--- src/rtl/fdc_hs_pkg.sv ---
package fdc_hs_pkg;

   typedef enum logic [1:0] {
      PH_CMD  = 2'd0,
      PH_EXEC = 2'd1,
      PH_RES  = 2'd2
   } phase_e;

   typedef enum logic [1:0] {
      RM_NORMAL  = 2'd0,
      RM_INVALID = 2'd1,
      RM_REJECT  = 2'd2
   } rmode_e;

   typedef struct packed {
      logic       valid;
      logic       rw;
      logic       exec;
      logic [3:0] ncmd;
      logic [3:0] nres;
   } cmd_info_t;

   localparam logic [4:0] OP_READ    = 5'h06;
   localparam logic [4:0] OP_WRITE   = 5'h05;
   localparam logic [4:0] OP_SETUP   = 5'h03;
   localparam logic [4:0] OP_POSN    = 5'h0F;
   localparam logic [4:0] OP_QUERY   = 5'h08;

   localparam logic [7:0] RES_INVALID = 8'h80;
   localparam logic [7:0] RES_REJECT  = 8'h40;

endpackage

--- src/rtl/fdc_hs_cmd_lut.sv ---
module fdc_hs_cmd_lut
   import fdc_hs_pkg::*;
(
   input  logic [4:0] opc,
   output cmd_info_t  info
);
   always_comb begin
      info = '0;
      unique case (opc)
         OP_READ, OP_WRITE: info = '{valid: 1'b1, rw: 1'b1, exec: 1'b1, ncmd: 4'd9, nres: 4'd7};
         OP_SETUP:          info = '{valid: 1'b1, rw: 1'b0, exec: 1'b0, ncmd: 4'd3, nres: 4'd0};
         OP_POSN:           info = '{valid: 1'b1, rw: 1'b0, exec: 1'b0, ncmd: 4'd3, nres: 4'd0};
         OP_QUERY:          info = '{valid: 1'b1, rw: 1'b0, exec: 1'b0, ncmd: 4'd1, nres: 4'd2};
         default:           info = '0;
      endcase
   end
endmodule

--- src/rtl/fdc_hs_rdy_timer.sv ---
module fdc_hs_rdy_timer #(
   parameter int DLY_R0 = 12,
   parameter int DLY_R1 = 20,
   parameter int DLY_R2 = 24,
   parameter int DLY_R3 = 48
) (
   input  logic       clk,
   input  logic       rst_n,
   input  logic       load,
   input  logic [1:0] rate,
   output logic       expired
);
   localparam int MAX01 = (DLY_R0 > DLY_R1) ? DLY_R0 : DLY_R1;
   localparam int MAX23 = (DLY_R2 > DLY_R3) ? DLY_R2 : DLY_R3;
   localparam int DMAX  = (MAX01 > MAX23) ? MAX01 : MAX23;
   localparam int W     = $clog2(DMAX + 1);

   logic [W-1:0] cnt;
   logic [W-1:0] ld_val;

   always_comb begin
      unique case (rate)
         2'd0:    ld_val = W'(DLY_R0);
         2'd1:    ld_val = W'(DLY_R1);
         2'd2:    ld_val = W'(DLY_R2);
         default: ld_val = W'(DLY_R3);
      endcase
   end

   always_ff @(posedge clk or negedge rst_n) begin
      if (!rst_n)          cnt <= '0;
      else if (load)       cnt <= ld_val;
      else if (cnt != '0)  cnt <= cnt - 1'b1;
   end

   assign expired = (cnt == '0);
endmodule

--- src/rtl/fdc_hs_seq.sv ---
module fdc_hs_seq
   import fdc_hs_pkg::*;
#(
   parameter int EXEC_CYCLES = 20
) (
   input  logic      clk,
   input  logic      rst_n,
   input  logic      wr_acc,
   input  logic      rd_acc,
   input  logic [7:0] din,
   input  logic      any_seek,
   input  cmd_info_t info,
   output phase_e    phase,
   output logic      busy,
   output logic      exec_end,
   output logic [7:0] res_byte
);
   localparam int EW = $clog2(EXEC_CYCLES + 1);

   logic [3:0]    nbytes, need_c, need_r, ridx;
   logic          exec_q;
   logic [7:0]    last;
   rmode_e        rmode;
   logic [EW-1:0] ecnt;

   logic          fin_now, fin_exec;
   logic [3:0]    fin_nres;

   always_comb begin
      fin_now  = 1'b0;
      fin_exec = exec_q;
      fin_nres = need_r;
      if (phase == PH_CMD && wr_acc) begin
         if (nbytes == 4'd0) begin
            fin_exec = info.exec;
            fin_nres = info.nres;
            fin_now  = info.valid && !(info.rw && any_seek) && (info.ncmd == 4'd1);
         end else begin
            fin_now  = (nbytes + 4'd1 == need_c);
         end
      end
   end

   assign exec_end = (phase == PH_EXEC) && (ecnt == EW'(1));

   always_ff @(posedge clk or negedge rst_n) begin
      if (!rst_n) begin
         phase  <= PH_CMD;
         nbytes <= '0;
         need_c <= '0;
         need_r <= '0;
         ridx   <= '0;
         exec_q <= 1'b0;
         last   <= '0;
         rmode  <= RM_NORMAL;
         ecnt   <= '0;
      end else begin
         unique case (phase)
            PH_CMD: if (wr_acc) begin
               last <= din;
               if (nbytes == 4'd0 && !info.valid) begin
                  phase <= PH_RES; need_r <= 4'd1; ridx <= '0; rmode <= RM_INVALID;
               end else if (nbytes == 4'd0 && info.rw && any_seek) begin
                  phase <= PH_RES; need_r <= 4'd1; ridx <= '0; rmode <= RM_REJECT;
               end else if (fin_now) begin
                  nbytes <= '0;
                  need_r <= fin_nres;
                  rmode  <= RM_NORMAL;
                  ridx   <= '0;
                  if (fin_exec) begin
                     phase <= PH_EXEC;
                     ecnt  <= EW'(EXEC_CYCLES);
                  end else if (fin_nres != 4'd0) begin
                     phase <= PH_RES;
                  end
               end else if (nbytes == 4'd0) begin
                  need_c <= info.ncmd;
                  need_r <= info.nres;
                  exec_q <= info.exec;
                  nbytes <= 4'd1;
               end else begin
                  nbytes <= nbytes + 4'd1;
               end
            end
            PH_EXEC: begin
               if (exec_end) phase <= PH_RES;
               else          ecnt  <= ecnt - 1'b1;
            end
            PH_RES: if (rd_acc) begin
               if (ridx + 4'd1 == need_r) phase <= PH_CMD;
               else                       ridx  <= ridx + 4'd1;
            end
            default: phase <= PH_CMD;
         endcase
      end
   end

   assign busy = (phase != PH_CMD) || (nbytes != 4'd0);

   always_comb begin
      unique case (rmode)
         RM_INVALID: res_byte = RES_INVALID;
         RM_REJECT:  res_byte = RES_REJECT;
         default:    res_byte = last + {4'd0, ridx};
      endcase
   end
endmodule

--- src/rtl/fdc_host_status.sv ---
module fdc_host_status
   import fdc_hs_pkg::*;
#(
   parameter int NUM_DRIVES  = 4,
   parameter int EXEC_CYCLES = 20,
   parameter int DLY_R0      = 12,
   parameter int DLY_R1      = 20,
   parameter int DLY_R2      = 24,
   parameter int DLY_R3      = 48
) (
   input  logic                  clk,
   input  logic                  rst_n,
   input  logic [1:0]            rate_sel,
   input  logic                  dma_mode,
   input  logic [NUM_DRIVES-1:0] seek_act,
   input  logic                  a0,
   input  logic                  rd_stb,
   input  logic                  wr_stb,
   input  logic [7:0]            din,
   output logic [7:0]            dout,
   output logic [7:0]            msr,
   output logic                  overrun
);
   if (NUM_DRIVES < 1 || NUM_DRIVES > 4) begin : g_bad_drives
      $error("NUM_DRIVES must lie in 1..4");
   end
   if (EXEC_CYCLES < 1) begin : g_bad_exec
      $error("EXEC_CYCLES must be at least 1");
   end
   if (DLY_R0 < 1 || DLY_R1 < 1 || DLY_R2 < 1 || DLY_R3 < 1) begin : g_bad_dly
      $error("every ready hold-off must be at least one cycle");
   end

   logic [NUM_DRIVES-1:0] seek_q;
   logic [3:0]            seek_bits;
   logic                  rdy_idle, rqm, wr_acc, rd_acc, bad_acc;
   logic                  busy, exec_end;
   logic [7:0]            res_byte;
   phase_e                phase;
   cmd_info_t             info;

   always_ff @(posedge clk or negedge rst_n) begin
      if (!rst_n) seek_q <= '0;
      else        seek_q <= seek_act;
   end

   for (genvar d = 0; d < 4; d++) begin : g_seek
      if (d < NUM_DRIVES) begin : g_on
         assign seek_bits[d] = seek_q[d];
      end else begin : g_off
         assign seek_bits[d] = 1'b0;
      end
   end

   assign rqm     = rdy_idle && (phase != PH_EXEC);
   assign wr_acc  = a0 && wr_stb && !rd_stb && rqm && (phase == PH_CMD);
   assign rd_acc  = a0 && rd_stb && !wr_stb && rqm && (phase == PH_RES);
   assign bad_acc = a0 && (rd_stb || wr_stb) && !wr_acc && !rd_acc;

   always_ff @(posedge clk or negedge rst_n) begin
      if (!rst_n)       overrun <= 1'b0;
      else if (bad_acc) overrun <= 1'b1;
   end

   fdc_hs_cmd_lut u_lut (
      .opc  (din[4:0]),
      .info (info)
   );

   fdc_hs_rdy_timer #(
      .DLY_R0 (DLY_R0), .DLY_R1 (DLY_R1), .DLY_R2 (DLY_R2), .DLY_R3 (DLY_R3)
   ) u_tmr (
      .clk     (clk),
      .rst_n   (rst_n),
      .load    (wr_acc || rd_acc || exec_end),
      .rate    (rate_sel),
      .expired (rdy_idle)
   );

   fdc_hs_seq #(.EXEC_CYCLES(EXEC_CYCLES)) u_seq (
      .clk      (clk),
      .rst_n    (rst_n),
      .wr_acc   (wr_acc),
      .rd_acc   (rd_acc),
      .din      (din),
      .any_seek (|seek_q),
      .info     (info),
      .phase    (phase),
      .busy     (busy),
      .exec_end (exec_end),
      .res_byte (res_byte)
   );

   assign msr  = {rqm, rqm && (phase == PH_RES), (phase == PH_EXEC) && !dma_mode, busy, seek_bits};
   assign dout = a0 ? res_byte : msr;
endmodule

--- config.mk ---
export PLATFORM = sky130hd
export DESIGN_NAME = fdc_host_status
export DESIGN_NICKNAME = d
export VERILOG_FILES = /design/src/rtl/fdc_hs_pkg.sv /design/src/rtl/fdc_hs_cmd_lut.sv /design/src/rtl/fdc_hs_rdy_timer.sv /design/src/rtl/fdc_hs_seq.sv /design/src/rtl/fdc_host_status.sv
export SDC_FILE = /design/constraint.sdc
export NUM_CORES = 1
export LEC_CHECK = 0
export ABC_CLOCK_PERIOD_IN_PS = 2900
export BUFFER_PORTS_ARGS = -buffer_cell sky130_fd_sc_hd__buf_2
export CAP_MARGIN = 20
export CELL_PAD_IN_SITES_DETAIL_PLACEMENT = 1
export CELL_PAD_IN_SITES_GLOBAL_PLACEMENT = 1
export CORE_MARGIN = 3
export CORE_UTILIZATION = 42
export CTS_BUF_LIST = sky130_fd_sc_hd__clkbuf_8
export DETAILED_ROUTE_END_ITERATION = 10
export HOLD_SLACK_MARGIN = 0.15
export MAX_ROUTING_LAYER = met4
export PLACE_DENSITY = 0.82
export SLEW_MARGIN = 15
export SYNTH_ARGS = -nofsm -noshare
export SYNTH_HDL_FRONTEND = slang
export SYNTH_HIERARCHICAL = 1
export SYNTH_SLANG_ARGS = --single-unit
--- constraint.sdc ---
create_clock -name clk -period 2.9 [get_ports clk]
set_input_delay 0.145 -clock clk [delete_from_list [all_inputs] [get_ports clk]]
set_output_delay 0.145 -clock clk [all_outputs]
set_load 0.005 [all_outputs]
==> impl_metrics.ini, run 1 <==
[outcome]
outcome = complete, no violations

[route]
wl_um = 8800
drc = 0
drt_iter0_drc = 132
vias = 2656
drtAntennaViolNets = 0
routed_via_density = 5.51
dr.pass1.iters = 4
wl_per_cell_um = 18.3

[timing]
worstMarginPinSlew_ps = 761
max_freq_ghz = 0.356
period_needed_ps = 2810
grt_setup_unrepaired = false
finalHoldViolCount = 0
slew_headroom_pct = 48.5
period_share_pct = 96.8
setup_slack_ps = 91.7
finalSetupViolCount = 0
clock_skew_ps = 11.8
final_max_slew_viol_count = 0

[finish]
layout-drive-gt1-share_pct = 25.3
nets = 416
areaGrowthSynthToFinish_pct = 18.0
final_common_cell = nand2_1
final_area_um2 = 3730
layout_common_cells = nand2_1 (50), dfrtp_1 (44), buf_2 (36), nor2_1 (25), inv_1 (17)
n_antenna_cell = 0

[flow_run]
drv_cap = 0

[synthesis]
synth-seq-cells = 45
synth_edf_count = 0
synthCells = 333
synth_ff_type = dfrtp_1
synth_area_um2 = 3160
async_flop_share_pct = 100
ys_seq_area_share_pct = 35.6
ys_warn_count = 6
avgSynthCellArea_um2 = 9.49
synth.distinct_cells = 73

[critical_path]
critical_path_class = flip-flop to primary output
cp.arrival_ps = 2660
crit_family = adder cells
worst-path-stages = 9
crit_path_start_kind = flip-flop
r2r_slack_ps = 130
endpoint_kind = primary output
crit_path_max_incr_delay_ps = 480
crit_chain = ha_1 > fa_1 > a21o_1 > a21oi_2 > nor2_1 > xnor2_1 > a21oi_1 > mux2_2 > buf_2
worstPathMaxFanout = 6
required_ps = 2760
cp_slowest_cell = dfrtp_2
reg2regPathDepth = 9
worstPathBufferInverterCount = 1

[clock_tree]
htree_levels = 2
cts_root_buf = clkbuf_8
cts_tree = done
cts_buffers = 5
clockBufferDepth = 2
clk_latency_ps = 310
clk_pin_slew_ps = 90
numClockSinks = 45

[place]
routabilityCongestion = 0.861
preCtsSetupSlack_ps = -2.89
placed_cell_area_um2 = 3420
dp_hpwl_um = 5950
io_buffers = 36

[power_and_ir_drop]
p_switching_uw = 510
pwr-share-seq_pct = 44.5
clkPwrFrac_pct = 29.8
combPwrFrac_pct = 25.7
p_leak_uw = 0.00171
swShare_pct = 30.2
ir_drop_mv = 0.233
intPower_uw = 1180
power.density_nw_per_um2 = 453

[min_path]
hold_class = input port to flip-flop
min_delay_path_depth = 3

[global_routing]
first_global_vias = 2839
grt_usage_pct = 21.5
antenna_found_initial = 0
grt_pass1_wl_um = 14200
grt_overflow = 0
grt_max_degree = 46

[floorplan]
core_area_um2 = 7290
die_w_um = 92.8
initial_utilization_pct = 43.4
row_count = 31
die_y_um = 92.8
ios = 37
die_area_um2 = 8610
==> per-layer routing <==
layer | part of all wire, % | track usage [%]
met5 | 0 | -
met4 | 2.3 | 7.08
met3 | 2.5 | 3.41
met2 | 51 | 36.8
met1 | 44 | 26.0
==> power groups by stage <==
stage          combinational (uW)  sequential, uW  clock [uW]
2_1_floorplan                 295             739           0
6_report                      434             751         503
4_1_cts                       410             745         517
3_3_place_gp                  376             750           0
3_5_place_dp                  392             758           0
5_1_grt                       466             757         546
==> worst paths after layout <==
check / start / endpoint
setup / recovery: u_seq/ridx[0]$_DFFE_PN0P_ / dout[6]
hold / removal: din[4] / u_seq/last[4]$_DFFE_PN0N_
setup reg to reg: u_tmr/cnt[2]$_DFFE_PN0P_ / u_seq/ridx[0]$_DFFE_PN0P_
hold reg to reg: overrun$_DFFE_PN0P_ / overrun$_DFFE_PN0P_
max in group asynchronous: rst_n / u_seq/exec_q$_DFFE_PN0P_
min in group asynchronous: rst_n / u_tmr/cnt[0]$_DFFE_PN0P_
==> registers in the layout, summed over array words and instances (netlist names) <==
register	count
u_seq/last	8
u_seq/nbytes	4
u_seq/need_c	4
overrun	1
u_seq/need_r	4
u_tmr/cnt	6
u_seq/exec_q	1
u_seq/ridx	4
u_seq/phase	2
u_seq/rmode	2
seek_bits	4
u_seq/ecnt	5
==> Yosys cell counts, drive strengths merged, types with 2 or more instances <==
library cell  count  share of area (%)
nand2            51                6.1
dfrtp            45                 36
nor2             28                3.4
inv              16                1.9
mux2             16                6.1
o21ai            15                2.5
a21oi            14                2.2
ha               13                5.1
buf              12                2.8
xnor2            12                3.6
clkbuf            7               0.99
nand3             7                1.1
or3               7                1.5
o31ai             6                1.9
xor2              6                1.7
mux2i             5                1.6
nor3              5                1.3
nor3b             5                2.3
a21o              4               0.95
and2              4               0.87
nor4b             4                1.5
o22ai             4                1.2
a22o              3               0.83
a31oi             3               0.79
or3b              3               0.83
a211oi            2               0.47
a21boi            2               0.59
a31o              2               0.55
a32o              2               0.63
nand2b            2               0.40
nand3b            2               0.47
nor2b             2               0.40
o21a              2               0.47
or2               2               0.40
or4               2               0.47
==> layout make-up <==
cell class | instances | area, um2
inverter | 16 | 60.1
timing repair buffer | 60 | 408
multi-input combinational | 254 | 1890
clock inverter | 2 | 33.8
fill | 885 | 3560
tap | 99 | 124
clock buffer | 6 | 82.6
sequential | 45 | 1130
==> per-stage QoR <==
step	hold slack, ps	util (%)	total power, uW	cells	setup TNS, ps
floorplan	-151	-	1030	334	0
global placement	254	46.9	1130	459	0
detailed placement	254	46.9	1150	459	-4.88
CTS	182	50.5	1670	481	0
global route	199	51.1	1770	482	0
finish	170	51.1	1690	482	0
==> kinds of logic (layout without fill, tap and decap cells) <==
| kind of cell | after synthesis | count (layout) | synth area share, % |
|---|---|---|---|
| mux | 21 | 21 | 7.64 |
| fa+ha+maj | 14 | 14 | 5.78 |
| buf+inv | 35 | 84 | 5.70 |
| compound gates | 67 | 67 | 15.5 |
| flops | 45 | 45 | 35.6 |
| simple gates | 130 | 130 | 23.0 |
| other cells | 1 | 2 | 0.119 |
| xor+xnor | 20 | 20 | 6.73 |
==> worst reg2reg max path: stages (launching register included) <==
cell and delay (ps):
dfrtp_1 430, or3_4 410, nor3b_4 190, nand3b_1 200, nor2_4 170, or3b_4 440
nor2_2 130, a31o_2 240, o22ai_4 110, mux2_1 330
==> repair_timing <==
item / 4_1_cts / 5_1_grt
hold buffers: 14 / 0
buffers inserted: 0 / 0
gates resized for setup: 1 / 10
pin swaps: 0 / 3
setup endpoints to repair: 5 / 21
endpoints found under the hold margin: 59 / 0
(Power assumes the default switching activity.)
==> inputs of run 2 (changes only) <==
--- a/config.mk
+++ b/config.mk
@@ -19,2 +19,3 @@
 export PLACE_DENSITY = 0.82
+export SETUP_SLACK_MARGIN = 0.4
 export SLEW_MARGIN = 15
--- a/constraint.sdc
+++ b/constraint.sdc
@@ -3,2 +3,2 @@
 set_output_delay 0.145 -clock clk [all_outputs]
-set_load 0.005 [all_outputs]
+set_load 0.01 [all_outputs]
==> run 2 against run 1 <==
Count of clock-buffer cells in the layout fell by 1. Via count rose by 5.0%. Critical path depth unchanged. Power decreased by 0.87%. Register-to-register slack better by 70 ps. Non-clock buffer count increased by 18. Critical endpoint is now u_seq/need_c[2]$_DFFE_PN0P_. Die area unchanged. First-iteration DRC count down 11%. Wire length rose by 13%. Highest routed layer unchanged. Clock power fell by 21%. Final cell count grew 3.7%. Sequential power is 1% lower.
==> impl_metrics.ini, run 2 (synthesis results as in run 1) <==
[global_routing]
grt_overflow = 0
grt_usage_pct = 22.4
antenna_found_initial = 0
grt_max_degree = 46
grt_pass1_wl_um = 14800
first_global_vias = 2872

[clock_tree]
cts_buffers = 5
cts_tree = done
clk_pin_slew_ps = 90
htree_levels = 2
clockBufferDepth = 2
cts_root_buf = clkbuf_8
clk_latency_ps = 310
numClockSinks = 45

[floorplan]
initial_utilization_pct = 43.4
row_count = 31
ios = 37
die_y_um = 92.8
core_area_um2 = 7290
die_w_um = 92.8
die_area_um2 = 8610

[power_and_ir_drop]
power.density_nw_per_um2 = 423
p_total_uw = 1670
ir_drop_mv = 0.177
p_leak_uw = 0.00180

[timing]
fin_tns_setup_ps = 0
final_max_slew_viol_count = 0
slew_headroom_pct = 52.4
finalHoldViolCount = 0
period_needed_ps = 2700
max_freq_ghz = 0.370
clock_skew_ps = 6.16
finalSetupViolCount = 0
grt_setup_unrepaired = true
worstMarginPinSlew_ps = 704
period_share_pct = 93.3

[route]
routed_via_density = 5.58
drt_iter0_drc = 118
drc = 0
vias = 2789
wl_per_cell_um = 19.9
drtAntennaViolNets = 0
dr.pass1.iters = 4
wl_um = 9940

[finish]
fillCellCount = 864
largest_reg_flops = 8
final_core_util_pct = 54.3
top_register = u_seq/last
n_antenna_cell = 0
areaGrowthSynthToFinish_pct = 25.2
final_common_cell = nand2_1
multi_input_area_um2 = 2000
seqCellArea_um2 = 1130
nets = 434
reg_top3 = u_seq/last (8), u_tmr/cnt (6), u_seq/ecnt (5)
layout-drive-gt1-share_pct = 32.7
layout_common_cells = nand2_1 (50), dfrtp_1 (41), buf_2 (35), nor2_1 (25), buf_4 (23)

[critical_path]
worstReg2RegEnd = u_seq/need_c[2]$_DFFE_PN0P_
cp.arrival_ps = 2900
crit_path_start_kind = flip-flop
startpoint = u_tmr/cnt[4]$_DFFE_PN0P_
r2r_slack_ps = 200
reg2regPathDepth = 9
required_ps = 3100
endpoint_kind = flip-flop
cp-endpoint = u_seq/need_c[2]$_DFFE_PN0P_
worstPathMaxFanout = 4
worstReg2RegStart = u_tmr/cnt[4]$_DFFE_PN0P_
critical_path_class = flip-flop to flip-flop

[outcome]
outcome = complete, no violations

[place]
routabilityCongestion = 0.843
dp_hpwl_um = 5790
io_buffers = 36

[flow_run]
drv_cap = 0

[min_path]
hold_class = input port to flip-flop
min_delay_path_depth = 3
## run 2: repair_timing
item	CTS	global route
resized for setup	14	23
gates cloned	0	0
endpoints found under the setup margin	25	29
hold endpoints to repair	60	0
hold buffers	14	0
pin swaps	8	15
buffers inserted	9	8
## run 2: cell type report
cell class | count | share of cell area, %
clock buffer | 5 | 1.74
clock inverter | 3 | 0.348
inverter | 16 | 1.52
multi-input combinational | 254 | 50.5
sequential | 45 | 28.6
tap | 99 | 3.13
timing repair buffer | 78 | 14.2
## run 2: how the worst min path moves through the flow
stage	endpoint	slack [ps]	startpoint
final	u_seq/last[4]$_DFFE_PN0N_	180	din[4]
after global routing	u_seq/last[4]$_DFFE_PN0N_	220	din[4]
after CTS	u_seq/last[4]$_DFFE_PN0N_	180	din[4]
after detailed placement	seek_bits[2]$_DFF_PN0_	250	seek_act[2]
after global placement	seek_bits[3]$_DFF_PN0_	250	seek_act[3]
after floorplan	overrun$_DFFE_PN0P_	-150	rst_n
## run 2: stage by stage
step	setup slack [ps]	cells	area [um2]	hold slack, ps
final	195	500	3960	181
after global routing	102	500	3960	221
after CTS	295	491	3790	184
after detailed placement	45.7	460	3440	255
after global placement	134	460	3440	254
after floorplan	57.4	334	3180	-151
## run 2: critical path: stages, from the launching register on
cell	delay, ps
dfrtp_1	400
or3_4	410
nor3b_4	190
nand3b_1	170
nor2_4	190
nor3b_4	300
nand2_2	170
nor3_4	260
buf_4	180
mux2_4	300
## run 2: where the power goes
group	internal (uW)	leakage, uW	switching (uW)	total, uW
Combinational	274	0.00119	261	535
Sequential	684	0.000562	59.1	743
Clock	164	0.0000491	231	395
Total	1120	0.00180	551	1670
## run 2: routing by layer
layer  up-vias  global-route usage, %  part of all wire [%]
met2        61                   38.6                    53
met5         -                      -                     0
met1      1409                   27.2                    42
met3        22                   2.92                   2.8
li1       1297                      -                     -
met4         0                   7.45                   2.3
